--- config.mk ---
export PLATFORM = sky130hd
export DESIGN_NAME = tri_gated_counter
export DESIGN_NICKNAME = d
export VERILOG_FILES = /design/src/rtl/tgc_pkg.sv /design/src/rtl/tgc_edge_sync.sv /design/src/rtl/tgc_chan_counter.sv /design/src/rtl/tgc_read_mux.sv /design/src/rtl/tri_gated_counter.sv
export SDC_FILE = /design/constraint.sdc
export NUM_CORES = 1
export LEC_CHECK = 0
export ABC_CLOCK_PERIOD_IN_PS = 2100
export BUFFER_PORTS_ARGS = -buffer_cell sky130_fd_sc_hd__clkbuf_2
export CORE_ASPECT_RATIO = 1.75
export CORE_MARGIN = 5
export CORE_UTILIZATION = 30
export CTS_BUF_LIST = sky130_fd_sc_hd__clkbuf_4 sky130_fd_sc_hd__clkbuf_8
export DETAILED_ROUTE_END_ITERATION = 16
export HOLD_SLACK_MARGIN = 0.12
export PLACE_DENSITY_LB_ADDON = 0.12
export SLEW_MARGIN = 30
export SYNTH_ARGS = -nofsm -noshare
export SYNTH_HDL_FRONTEND = slang
export SYNTH_SLANG_ARGS = --single-unit
export TNS_END_PERCENT = 5
--- constraint.sdc ---
create_clock -name clk -period 2.1 [get_ports clk]
set_input_delay 0.105 -clock clk [delete_from_list [all_inputs] [get_ports clk]]
set_output_delay 0.105 -clock clk [all_outputs]
set_load 0.01 [all_outputs]
--- src/rtl/tgc_pkg.sv ---
package tgc_pkg;
  localparam int unsigned BYTE_W = 8;
  localparam int unsigned NUM_CH = 3;
  localparam int unsigned SEL_W  = 2;

  typedef enum logic [SEL_W-1:0] {
    CH_X    = 2'd0,
    CH_Y    = 2'd1,
    CH_Z    = 2'd2,
    CH_NONE = 2'd3
  } chan_e;
endpackage

--- src/rtl/tgc_edge_sync.sv ---
module tgc_edge_sync #(
  parameter int unsigned STAGES = 2
) (
  input  logic clk,
  input  logic rst,
  input  logic din,
  output logic rise_o
);
  logic [STAGES-1:0] sync_q;
  logic              last_q;

  always_ff @(posedge clk) begin
    if (rst) begin
      sync_q <= '0;
      last_q <= 1'b0;
    end else begin
      sync_q <= {sync_q[STAGES-2:0], din};
      last_q <= sync_q[STAGES-1];
    end
  end

  assign rise_o = sync_q[STAGES-1] & ~last_q;

  // a detected edge cannot repeat on the very next cycle
  AST_RISE_SINGLE: assert property (@(posedge clk) disable iff (rst)
    rise_o |=> !rise_o);
endmodule

--- src/rtl/tgc_chan_counter.sv ---
module tgc_chan_counter #(
  parameter int unsigned CNT_W = 32
) (
  input  logic             clk,
  input  logic             rst,
  input  logic             inc,
  output logic [CNT_W-1:0] count
);
  always_ff @(posedge clk) begin
    if (rst)      count <= '0;
    else if (inc) count <= count + CNT_W'(1);
  end

  AST_CLEAR_ON_RST: assert property (@(posedge clk)
    rst |=> (count == '0));
  AST_HOLD_IDLE: assert property (@(posedge clk) disable iff (rst)
    !inc |=> $stable(count));
  AST_STEP_ONE: assert property (@(posedge clk) disable iff (rst)
    inc |=> (count == $past(count) + CNT_W'(1)));
endmodule

--- src/rtl/tgc_read_mux.sv ---
module tgc_read_mux
  import tgc_pkg::*;
#(
  parameter int unsigned CNT_W = 32
) (
  input  logic [NUM_CH*CNT_W-1:0] totals,
  input  logic [SEL_W-1:0]        chan_sel,
  input  logic [SEL_W-1:0]        byte_sel,
  output logic [BYTE_W-1:0]       rd_data
);
  localparam int unsigned NBYTES = CNT_W / BYTE_W;

  logic [CNT_W-1:0] word;

  always_comb begin
    word    = '0;
    rd_data = '0;
    if (int'(chan_sel) < int'(NUM_CH))
      word = totals[int'(chan_sel)*CNT_W +: CNT_W];
    if (int'(byte_sel) < int'(NBYTES))
      rd_data = word[int'(byte_sel)*BYTE_W +: BYTE_W];
  end
endmodule

--- src/rtl/tri_gated_counter.sv ---
module tri_gated_counter
  import tgc_pkg::*;
#(
  parameter int unsigned CNT_W       = 32,
  parameter int unsigned SYNC_STAGES = 2
) (
  input  logic              clk,
  input  logic              rst,
  input  logic [2:0]        sig_in,
  input  logic              gate_en,
  input  logic [SEL_W-1:0]  chan_sel,
  input  logic [SEL_W-1:0]  byte_sel,
  output logic [BYTE_W-1:0] rd_data
);
  logic [SYNC_STAGES-1:0]  gate_sync;
  logic                    gate_open;
  logic [NUM_CH-1:0]       edge_hit;
  logic [NUM_CH-1:0]       bump;
  logic [NUM_CH*CNT_W-1:0] totals;

  // gate goes through the same depth as the signals so both line up
  always_ff @(posedge clk) begin
    if (rst) gate_sync <= '0;
    else     gate_sync <= {gate_sync[SYNC_STAGES-2:0], gate_en};
  end
  assign gate_open = gate_sync[SYNC_STAGES-1];

  for (genvar c = 0; c < NUM_CH; c++) begin : g_ch
    tgc_edge_sync #(.STAGES(SYNC_STAGES)) u_edge (
      .clk    (clk),
      .rst    (rst),
      .din    (sig_in[c]),
      .rise_o (edge_hit[c])
    );

    assign bump[c] = edge_hit[c] & gate_open;

    tgc_chan_counter #(.CNT_W(CNT_W)) u_cnt (
      .clk   (clk),
      .rst   (rst),
      .inc   (bump[c]),
      .count (totals[c*CNT_W +: CNT_W])
    );

    AST_GATE_CLOSED: assert property (@(posedge clk) disable iff (rst)
      !gate_open |=> $stable(totals[c*CNT_W +: CNT_W]));
  end

  tgc_read_mux #(.CNT_W(CNT_W)) u_mux (
    .totals   (totals),
    .chan_sel (chan_sel),
    .byte_sel (byte_sel),
    .rd_data  (rd_data)
  );

  AST_EMPTY_CHAN: assert property (@(posedge clk) disable iff (rst)
    (chan_sel == CH_NONE) |-> (rd_data == '0));
  AST_LOW_BYTE: assert property (@(posedge clk) disable iff (rst)
    (chan_sel == CH_X && byte_sel == 2'd0) |-> (rd_data == totals[BYTE_W-1:0]));
endmodule

Yosys cells after proc, flatten, opt, wreduce, memory -nomap -nowiden

Cells that the tools add are included.

Flip-flop bits (word level): 107
Input port bits: 10
Output and inout port bits: 8
Word-level logic and storage cells: 26

Mux-type cells: 1
Bitwise gates (word level): 9
$add $sub $neg: 3
Order comparisons: 1
Shifts and indexed selects: 2

Operator list:

| operator                                       | count |
|---|---|
| adder 32 x 1 -> 32 bit (second input constant) | 3 |
| indexed part select 96 x 8 -> 32 bit           | 1 |
| 2-to-1 mux 32 bit                              | 1 |
| indexed part select 32 x 6 -> 8 bit            | 1 |
| bitwise AND 1 bit                              | 6 |
| NOT 1 bit                                      | 3 |
| < comparator 2 bit (second input constant)     | 1 |

Depth between registers and ports, before layout

Gate-level depths: netlist of the first run.

Word-level depth: 3
Gate-level depth with buffers: 7

Hierarchy

A second synthesis of the first run with hierarchy kept.

Cell total of the unflattened synthesis: 630
Area, all modules: 5783.0 sq um

Modules (own cells, without submodules):

| module            | cells each | instances | area each (sq um) |
|---|---|---|---|
| tgc_chan_counter  | 181        | 3         | 1564.0 |
| tgc_read_mux      | 59         | 1         | 757.0 |
| tgc_edge_sync     | 7          | 3         | 87.6 |
| tri_gated_counter | 7          | 1         | 71.3 |

Worst setup path after synthesis of the first run

Ideal clock, no wire load.

Path type: flip-flop to flip-flop
Start: register g_ch[1].u_cnt.count[0]
End: register g_ch[1].u_cnt.count[24]
Cell stages (with the launch flop): 7
Buffers on the path: 1
Data required time: 2.030 ns
Data arrival time: 1.876 ns
Slack: 0.154 ns
Cell sequence: dfxtp_1 ha_1 nand4b_1 or4_4 buf_2 or4_1 a21oi_1

Word-level cells in the longest chain between the ends: 1

RTL lines:

| element                | RTL line               | source |
|---|---|---|
| start, declared        | tgc_chan_counter.sv:7  | `output logic [CNT_W-1:0] count` |
| start signal, assigned | tgc_chan_counter.sv:11 | `else if (inc) count <= count + CNT_W'(1);` |
| adder 32 x 1 -> 32 bit | tgc_chan_counter.sv:11 |  |

Every way passes these cells.
A chain may end at the register's enable or synchronous reset.

Worst setup path after layout of the first run

Start: register g_ch[1].u_cnt.count[0]
End: register g_ch[1].u_cnt.count[26]

Same word-level chain as after synthesis.

==> flow_metrics.env, run 1 <==
export IMPL_dr_total_vias=5101
export IMPL_timing_critical_path_to_type="register"
export IMPL_numPortBuffers=17
export IMPL_vias_per_cell=5.48
export IMPL_timing_hold_violations_final=0
export IMPL_cellLeakagePower_nw=2.20
export IMPL_layout_setup_ws_ns=0.0425
export IMPL_clock_insertion_delay_worst_skew_ns=0.40
export IMPL_avgRoutedWirePerCell_um=18.5
export IMPL_finalWirelength_um=17200
export IMPL_fill_cells=1937
export IMPL_critPathLaunchType="register"
export IMPL_finalSetupViolations=0
export IMPL_ctsHtreeMaxLevel=3
export IMPL_detailedRoute_firstIterationViolations=251
export IMPL_global_route_usage_total_pct=16.2
export IMPL_synth_enable_flop_cells=0
export IMPL_worstHoldPathType="input pin to register"
export IMPL_whs_endpoint="g_ch[0].u_cnt.count[8]"
export IMPL_netlist_cell_type_count=39
export IMPL_crit_arrival_ns=2.39
export IMPL_detail_route_drc_violations=0
export IMPL_power_per_cell_area_nw_per_um2=519
export IMPL_numCtsBuffers=9
export IMPL_final_cell_mix="sky130_fd_sc_hd__dfxtp_1 (99), sky130_fd_sc_hd__buf_4 (78), sky130_fd_sc_hd__a21oi_1 (60)"
export IMPL_drive_gt1_share_pct=23.6
export IMPL_floorplan_rows=66
export IMPL_clock_tree_from_tritoncts="yes"
export IMPL_aggregate_global_routing_overflow=0
export IMPL_clock_skew_final_ns=0.0185
export IMPL_finalHoldWorstSlack_ns=0.171
export IMPL_path_depth_of_the_worst_reg2reg_path=5
export IMPL_antenna_cells=0
export IMPL_dieWidth_um=113
export IMPL_worst_max_slew_pin_slew_ns=0.522
export IMPL_layout_commonest_cell="sky130_fd_sc_hd__dfxtp_1"
export IMPL_fmax_ghz=0.486
export IMPL_first_pass_grt_wire_length_um=26900
export IMPL_syn_area_per_cell_um2=9.08
export IMPL_post_place_ws_ns=0.0596
export IMPL_grt_max_degree=43
export IMPL_final_setup_tns_ns=0
export IMPL_hpwl_um=13100
export IMPL_cts_buffer_depth=2
export IMPL_grt_antenna_before_repair=0
export IMPL_die_height_um=191
export IMPL_core_area_um2=18500
export IMPL_floorplan_die_area_um2=21600
export IMPL_path_clk_slew_ns=0.11
export IMPL_worst_hold_path_cells=2
export IMPL_syn2layout_area_growth_pct=20.1
export IMPL_mappedNetlistArea_um2=5600
export IMPL_netlist_instances=617
export IMPL_dr_pass1_iters=4
export IMPL_critical_path_max_fanout=7
export IMPL_outcome="completed"
export IMPL_place_gp_congestion=0.867
export IMPL_period_minus_slack_ns=2.06
export IMPL_r2r_end="g_ch[1].u_cnt.count[26]"
export IMPL_period_share_pct=98.0
export IMPL_regToRegStartpoint="g_ch[1].u_cnt.count[0]"
export IMPL_synth_net_count=630
export IMPL_report_power_total_mw=3.49
export IMPL_synth_seq_cells=107
export IMPL_synth_warning_count=0
export IMPL_ant_nets=0
export IMPL_worst_slew_margin_rel_pct=65.2
export IMPL_cap_viol_max_count=0
export IMPL_ir_worst_vdd_mv=0.246
export IMPL_clock_sinks=107
export IMPL_seq_area_frac_synth_pct=38.2
export IMPL_synth_main_ff_cell="sky130_fd_sc_hd__dfxtp_1"
export IMPL_regToRegSetupSlack_ns=0.04
export IMPL_root_buffer="sky130_fd_sc_hd__clkbuf_8"
export IMPL_grt_pass1_vias=5054
export IMPL_worst_setup_path_type="register to register"
export IMPL_starting_utilization_of_the_core_area_pct=30.3
export IMPL_worst_hold_startpoint="rst"
export IMPL_cp_required_ns=2.44
export IMPL_ffs_w_async_s_r_synth_pct=0
export IMPL_layout_nets=701
export IMPL_io_pins=18
export IMPL_timing_max_transition_violations_final=0
## Yosys cell counts, types with 4 or more instances
library cell / n / area share (%)
sky130_fd_sc_hd__o31ai_1: 35 / 4.7
sky130_fd_sc_hd__nand2_1: 29 / 1.9
sky130_fd_sc_hd__nand3_1: 24 / 2.1
sky130_fd_sc_hd__a21oi_1: 61 / 5.4
sky130_fd_sc_hd__o22ai_1: 8 / 0.89
sky130_fd_sc_hd__mux2i_1: 10 / 1.8
sky130_fd_sc_hd__nor3_1: 10 / 0.89
sky130_fd_sc_hd__mux2_2: 4 / 0.80
sky130_fd_sc_hd__mux4_2: 23 / 9.2
sky130_fd_sc_hd__or3_1: 28 / 3.1
sky130_fd_sc_hd__buf_2: 5 / 0.45
sky130_fd_sc_hd__buf_1: 8 / 0.54
sky130_fd_sc_hd__o21ai_0: 25 / 2.2
sky130_fd_sc_hd__inv_1: 25 / 1.7
sky130_fd_sc_hd__nand4_1: 27 / 3.0
sky130_fd_sc_hd__clkbuf_1: 26 / 1.7
sky130_fd_sc_hd__xor2_1: 11 / 1.7
sky130_fd_sc_hd__and4_1: 9 / 1.4
sky130_fd_sc_hd__nor2_1: 35 / 2.3
sky130_fd_sc_hd__or4_1: 41 / 5.5
sky130_fd_sc_hd__nor4_1: 6 / 0.67
sky130_fd_sc_hd__xnor2_1: 18 / 2.8
sky130_fd_sc_hd__nor2b_1: 15 / 1.7
sky130_fd_sc_hd__dfxtp_1: 107 / 38
## stage by stage
stage / utilization (%) / cells / cell area, um2
3_3_place_gp: 34.7 / 907 / 6410
5_1_grt: 36.4 / 930 / 6730
3_5_place_dp: 34.7 / 907 / 6410
6_report: 36.4 / 930 / 6730
2_1_floorplan: - / 617 / 5600
4_1_cts: 35.9 / 926 / 6640
## worst max-delay path, cell delays in order (launching register included)
cell and delay (ns):
sky130_fd_sc_hd__dfxtp_4 0.39, sky130_fd_sc_hd__ha_1 0.15, sky130_fd_sc_hd__nand4b_1 0.21, sky130_fd_sc_hd__or4_4 0.61, sky130_fd_sc_hd__or4_1 0.49, sky130_fd_sc_hd__a21oi_1 0.16
## power breakdown
group | internal (mW) | switching, mW | leakage [nW]
sequential | 2.03 | 0.00713 | 0.868
clock | 0.601 | 0.717 | 0.0974
combinational | 0.0545 | 0.0801 | 1.24
total | 2.69 | 0.804 | 2.20
## state kept, by name, summed over array words and instances (netlist names)
register / count
g_ch.u_cnt.count: 96
g_ch.u_edge.last_q: 3
g_ch.u_edge.sync_q: 6
gate_sync: 2
## cells by family (layout without fill, tap and decap cells)
| group | Yosys count | after routing | synth area share, % |
|---|---|---|---|
| muxes | 38 | 38 | 12.3 |
| AOI/OAI and AO/OA | 129 | 129 | 13.3 |
| and+or+nand+nor | 245 | 245 | 26.3 |
| DFF | 107 | 107 | 38.2 |
| buffers and inverters | 66 | 141 | 4.73 |
| xor gates and xnor gates | 29 | 29 | 4.53 |
| adders and majority gates | 3 | 3 | 0.670 |
## metal layers
metal	GRT usage (%)	part of all wire, %	vias to the layer above
met5	0	0	-
met4	10.6	5.5	0
met3	2.57	2.7	50
met2	31.1	56	106
met1	15.5	36	2466
li1	-	-	2479
## timing repair
action / CTS / global route
endpoints found under the hold margin: 4 / 0
hold buffers: 4 / 0
gates resized for setup: 0 / 22
endpoints found under the setup margin: 0 / 27
buffers inserted: 0 / 4
## worst max path at each step
stage | to | start | slack (ns) | depth (start not counted)
2_1_floorplan | g_ch[1].u_cnt.count[24] | g_ch[1].u_cnt.count[0] | 0.15 | 6
3_3_place_gp | g_ch[2].u_cnt.count[28] | gate_sync[1] | 0.07 | 5
3_5_place_dp | g_ch[1].u_cnt.count[28] | g_ch[1].u_cnt.count[1] | 0.06 | 5
4_1_cts | g_ch[1].u_cnt.count[28] | g_ch[1].u_cnt.count[0] | 0.006 | 5
5_1_grt | g_ch[1].u_cnt.count[20] | g_ch[1].u_cnt.count[0] | -0.004 | 6
6_report | g_ch[1].u_cnt.count[26] | g_ch[1].u_cnt.count[0] | 0.04 | 5
## cell type report
| type | instances | area (um2) | area share [%] |
|---|---|---|---|
| multi-input cells | 444 | 3230 | 48.0 |
| clock buffers | 13 | 154 | 2.29 |
| repair buffers | 101 | 757 | 11.2 |
| well taps | 238 | 298 | 4.43 |
| inverters | 25 | 93.8 | 1.39 |
| flip-flops and latches | 107 | 2160 | 32.1 |
| clock inverters | 2 | 37.5 | 0.558 |
Note: power is estimated with default switching activity, not from simulation.
==> run 2: changes to the inputs <==
Settings changed: BUFFER_PORTS_ARGS -buffer_cell sky130_fd_sc_hd__clkbuf_2 to default, DONT_BUFFER_PORTS from default to 1.
==> run 2 against run 1 <==
Wire length decreased by 1.9%. Sequential share of layout area increased by 0.56 points. Non-clock buffer count is 17 lower. Critical path depth unchanged. Count of clock-buffer cells in the layout fell by 4. Worst hold slack worse by 0.038 ns. Final area shrank 1.8%. Cell count fell by 1.7%. First-iteration DRC count increased by 14%. Clock skew decreased by 0.0020 ns. Register-to-register slack better by 0.03 ns.
==> flow_metrics.env, run 2 (synthesis results as in run 1) <==
export IMPL_cap_viol_max_count=0
export IMPL_routedLengthMet1_um=6190
export IMPL_finalSetupViolations=0
export IMPL_period_share_pct=96.4
export IMPL_dr_pass1_iters=4
export IMPL_routed_top_layer="met4"
export IMPL_ir_worst_vdd_mv=0.256
export IMPL_die_height_um=191
export IMPL_syn2layout_area_growth_pct=17.9
export IMPL_post_route_cell_area_um2=6610
export IMPL_grt_pass1_vias=5040
export IMPL_crit_arrival_ns=2.34
export IMPL_clock_skew_final_ns=0.0165
export IMPL_floorplan_rows=66
export IMPL_clock_insertion_delay_worst_skew_ns=0.39
export IMPL_dieWidth_um=113
export IMPL_dpl_instance_area_um2=6270
export IMPL_cts_buffer_depth=2
export IMPL_cp_required_ns=2.42
export IMPL_regMostFlops="g_ch.u_cnt.count"
export IMPL_io_pins=18
export IMPL_path_clk_slew_ns=0.12
export IMPL_place_gp_congestion=0.848
export IMPL_avgRoutedWirePerCell_um=18.5
export IMPL_core_area_um2=18500
export IMPL_worst_max_slew_pin_slew_ns=0.451
export IMPL_report_power_total_mw=3.34
export IMPL_global_route_usage_total_pct=16.2
export IMPL_final_setup_tns_ns=0
export IMPL_ctsHtreeMaxLevel=3
export IMPL_timing_max_transition_violations_final=0
export IMPL_layout_commonest_cell="sky130_fd_sc_hd__dfxtp_1"
export IMPL_final_cell_mix="sky130_fd_sc_hd__dfxtp_1 (97), sky130_fd_sc_hd__buf_4 (73), sky130_fd_sc_hd__a21oi_1 (61)"
export IMPL_period_minus_slack_ns=2.02
export IMPL_crit_path_top_delay_cell="sky130_fd_sc_hd__or4_4"
export IMPL_numPortBuffers=0
export IMPL_floorplan_die_area_um2=21600
export IMPL_aggregate_global_routing_overflow=0
export IMPL_grt_max_degree=106
export IMPL_hpwl_um=12600
export IMPL_crit_path_cell_trace="ha_1, nand4b_1, or4_4, or4_1, a21oi_1"
export IMPL_critical_path_max_fanout=12
export IMPL_finalHoldWorstSlack_ns=0.133
export IMPL_finalWirelength_um=16900
export IMPL_numCtsBuffers=9
export IMPL_outcome="completed"
export IMPL_timing_critical_path_slowest_cell_delay_ns=0.58
export IMPL_critical_path_top_delay_family="simple AND/OR/NAND/NOR gates"
export IMPL_rsz_0062_raised_after_global_routing="true"
export IMPL_post_place_ws_ns=0.0460
export IMPL_detailedRoute_firstIterationViolations=287
export IMPL_vias_per_cell=5.47
export IMPL_ant_nets=0
export IMPL_timing_critical_path_to_type="register"
export IMPL_dr_total_vias=5000
export IMPL_layout_nets=684
export IMPL_antenna_cells=0
export IMPL_critical_path_n_buffers_inverters=0
export IMPL_clock_tree_from_tritoncts="yes"
export IMPL_first_pass_grt_wire_length_um=27000
export IMPL_critPathLaunchType="register"
export IMPL_worst_setup_path_type="register to register"
export IMPL_detail_route_drc_violations=0
export IMPL_clock_sinks=107
export IMPL_fmax_ghz=0.494
export IMPL_layout_setup_ws_ns=0.0759
export IMPL_met2WireLength_um=9290
export IMPL_timing_hold_violations_final=0
export IMPL_starting_utilization_of_the_core_area_pct=30.3
export IMPL_routed_wl_met3_um=573
export IMPL_cellLeakagePower_nw=2.13
export IMPL_grt_antenna_before_repair=0
export IMPL_layout_top_registers="g_ch.u_cnt.count (96), g_ch.u_edge.sync_q (6), g_ch.u_edge.last_q (3)"
export IMPL_worstHoldPathType="input pin to register"
export IMPL_worst_slew_margin_rel_pct=69.9
export IMPL_drive_gt1_share_pct=20.3
export IMPL_root_buffer="sky130_fd_sc_hd__clkbuf_8"
export IMPL_power_per_cell_area_nw_per_um2=506
export IMPL_largest_register_ff_count=96
-- run 2: power by group --
part | total [mW] | switching (mW) | internal [mW] | leakage, nW
combinational | 0.0848 | 0.0421 | 0.0427 | 1.17
sequential | 2.04 | 0.00626 | 2.04 | 0.868
clock | 1.21 | 0.773 | 0.441 | 0.0900
total | 3.34 | 0.822 | 2.52 | 2.13
-- run 2: worst paths after layout --
| check | slack (ns) | from | end | cells past startpoint |
|---|---|---|---|---|
| worst max-delay path | 0.08 | g_ch[1].u_cnt.count[0] | g_ch[1].u_cnt.count[30] | 5 |
| worst min-delay path | 0.13 | rst | g_ch[0].u_cnt.count[9] | 2 |
| worst max register to register | 0.08 | g_ch[1].u_cnt.count[0] | g_ch[1].u_cnt.count[30] | 5 |
| worst min register to register | 0.44 | g_ch[1].u_edge.sync_q[0] | g_ch[1].u_edge.sync_q[1] | 1 |
-- run 2: through the flow --
stage               util [%]  std cells
finish                  35.7        914
global route            35.7        914
CTS                     35.5        913
detailed placement      33.9        886
global placement        33.9        886
floorplan                  -        617
-- run 2: layout make-up --
class                   count  area (um2)
flip-flops and latches    107        2150
repair buffers             84         676
inverters                  25        93.8
multi-input cells         444        3210
well taps                 238         298
clock inverters             7        52.6
clock buffers               9         124
fillers                  1910       11900
-- run 2: metal layers --
metal / global-route usage (%) / up-vias
met4: 8.79 / 0
met5: 0 / -
met1: 16.8 / 2441
li1: - / 2440
met3: 2.89 / 35
met2: 30.2 / 84
-- run 2: repair_timing --
item,CTS,global route
gates resized for setup,0,13
hold buffers,11,0
setup buffers,0,1
hold endpoints to repair,107,0
endpoints found under the setup margin,0,30
==> run 3: changes to the inputs <==
--- a/config.mk
+++ b/config.mk
@@ -14,5 +14,5 @@
 export DONT_BUFFER_PORTS = 1
 export HOLD_SLACK_MARGIN = 0.12
-export PLACE_DENSITY_LB_ADDON = 0.12
+export PLACE_DENSITY_LB_ADDON = 0.1
 export SLEW_MARGIN = 30
 export SYNTH_ARGS = -nofsm -noshare
==> constraint.sdc (replaced) <==
create_clock -name clk -period 2.1 [get_ports clk]
set_input_delay 0.105 -clock clk [delete_from_list [all_inputs] [get_ports clk]]
set_output_delay 0.105 -clock clk [all_outputs]
set_load 0.05 [all_outputs]
==> run 3 against run 2 <==
Clock power up 9.9%. Worst hold slack worse by 0.0011 ns. Wire length up 1.4%. Global-route usage down 0.058 points. Via count up 0.84%. Total power up 3.6%. Sequential cell count unchanged. Critical path type is now register to output port. Largest cell class unchanged.
==> flow_metrics.env, run 3 (synthesis results as in run 1) <==
export IMPL_clock_tree_from_tritoncts="yes"
export IMPL_grt_max_degree=105
export IMPL_rsz_0062_raised_after_global_routing="false"
export IMPL_detailedRoute_firstIterationViolations=228
export IMPL_avgRoutedWirePerCell_um=18.6
export IMPL_fin_util_pct=36.2
export IMPL_critical_path_max_fanout=5
export IMPL_worst_max_slew_pin_slew_ns=0.461
export IMPL_timing_critical_path_to_type="output port"
export IMPL_grt_antenna_before_repair=0
export IMPL_antenna_cells=0
export IMPL_dieWidth_um=113
export IMPL_ant_nets=0
export IMPL_finalHoldWorstSlack_ns=0.131
export IMPL_die_height_um=191
export IMPL_final_setup_tns_ns=0
export IMPL_layout_top_registers="g_ch.u_cnt.count (96), g_ch.u_edge.sync_q (6), g_ch.u_edge.last_q (3)"
export IMPL_io_pins=18
export IMPL_floorplan_die_area_um2=21600
export IMPL_crit_arrival_ns=1.93
export IMPL_switching_power_uw=798
export IMPL_regMostFlops="g_ch.u_cnt.count"
export IMPL_core_area_um2=18500
export IMPL_ctsHtreeMaxLevel=3
export IMPL_detail_route_drc_violations=0
export IMPL_outcome="completed"
export IMPL_dr_pass1_iters=4
export IMPL_path_clk_slew_ns=0.10
export IMPL_clock_skew_final_ns=0.0151
export IMPL_cp_required_ns=2.00
export IMPL_cts_buffer_depth=2
export IMPL_worstHoldPathType="input pin to register"
export IMPL_grt_pass1_vias=4995
export IMPL_switching_share_of_power_pct=23.1
export IMPL_final_cell_mix="sky130_fd_sc_hd__dfxtp_1 (102), sky130_fd_sc_hd__buf_4 (79), sky130_fd_sc_hd__a21oi_1 (61)"
export IMPL_fmax_ghz=0.491
export IMPL_period_share_pct=96.9
export IMPL_dr_total_vias=5042
export IMPL_dpl_instance_area_um2=6310
export IMPL_worst_slew_margin_rel_pct=69.3
export IMPL_root_buffer="sky130_fd_sc_hd__clkbuf_8"
export IMPL_clock_sinks=107
export IMPL_power_per_cell_area_nw_per_um2=517
export IMPL_timing_max_transition_violations_final=0
export IMPL_cellLeakagePower_nw=2.17
export IMPL_layout_setup_ws_ns=0.0647
export IMPL_starting_utilization_of_the_core_area_pct=30.3
export IMPL_numPortBuffers=0
export IMPL_place_gp_congestion=0.825
export IMPL_critPathLaunchType="register"
export IMPL_hpwl_um=12600
export IMPL_first_pass_grt_wire_length_um=26700
export IMPL_cap_viol_max_count=0
export IMPL_worst_setup_path_type="register to output port"
export IMPL_pwr_share_seq_pct=59.0
export IMPL_period_minus_slack_ns=2.04
export IMPL_syn2layout_area_growth_pct=19.5
export IMPL_ir_worst_vdd_mv=0.363
export IMPL_layout_nets=692
export IMPL_finalSetupViolations=0
export IMPL_p_int_mw=2.66
export IMPL_timing_hold_violations_final=0
export IMPL_largest_register_ff_count=96
export IMPL_aggregate_global_routing_overflow=0
export IMPL_power_clock_fraction_pct=38.5
export IMPL_vias_per_cell=5.47
export IMPL_floorplan_rows=66
export IMPL_drive_gt1_share_pct=20.8
export IMPL_post_route_cell_area_um2=6700
export IMPL_layout_commonest_cell="sky130_fd_sc_hd__dfxtp_1"
export IMPL_finalWirelength_um=17100
export IMPL_post_place_ws_ns=0.0552
export IMPL_global_route_usage_total_pct=16.1
export IMPL_numCtsBuffers=9
export IMPL_clock_insertion_delay_worst_skew_ns=0.39
export IMPL_p_comb_share_pct=2.5
[run 3: cell type report]
type                       instances  area (um2)
fill                            1935       11800
clock buffer                      10         138
timing repair buffer              92         738
clock inverter                     6        65.1
tap                              238         298
inverter                          25        93.8
sequential                       107        2150
multi-input combinational        444        3210
[run 3: stage by stage]
step                      power [mW]  std cells
after global routing            3.62        922
after floorplan                 2.18        617
final                           3.46        922
after CTS                       3.53        920
after global placement          2.13        892
after detailed placement        2.13        892
[run 3: worst max-delay path, stage by stage (launching register included)]
cell,delay [ns]
sky130_fd_sc_hd__dfxtp_1,0.34
sky130_fd_sc_hd__buf_4,0.16
sky130_fd_sc_hd__mux4_2,0.47
sky130_fd_sc_hd__mux2i_2,0.24
sky130_fd_sc_hd__o22ai_1,0.13
sky130_fd_sc_hd__buf_4,0.20
[run 3: what timing repair did]
action                                 CTS  global route
buffers inserted                         0             2
setup endpoints to repair                0            18
gates resized for setup                  0            13
hold buffers                            12             0
endpoints found under the hold margin  107             0
[run 3: worst paths after layout]
path,startpoint,end,slack [ns],cells after the start
max,g_ch[2].u_cnt.count[12],rd_data[4],0.06,5
max reg2reg,g_ch[2].u_cnt.count[6],g_ch[2].u_cnt.count[31],0.07,4
min reg2reg,g_ch[1].u_edge.sync_q[0],g_ch[1].u_edge.sync_q[1],0.45,1
min,rst,g_ch[0].u_cnt.count[13],0.13,2
[run 3: power by group through the flow]
stage,Combinational [mW],Clock [mW],Sequential [mW]
final,0.0859,1.33,2.04
after CTS,0.0863,1.40,2.04
after detailed placement,0.0416,0,2.09
after global placement,0.0408,0,2.09
after floorplan,0.0899,0,2.09
after global routing,0.0927,1.48,2.04
[run 3: routing by layer]
layer	GRT usage (%)	part of all wire [%]	vias up
met3	2.51	2.6	28
li1	-	-	2463
met2	31.6	56	69
met5	0	0	-
met4	8.10	4.1	0
met1	16.0	37	2482
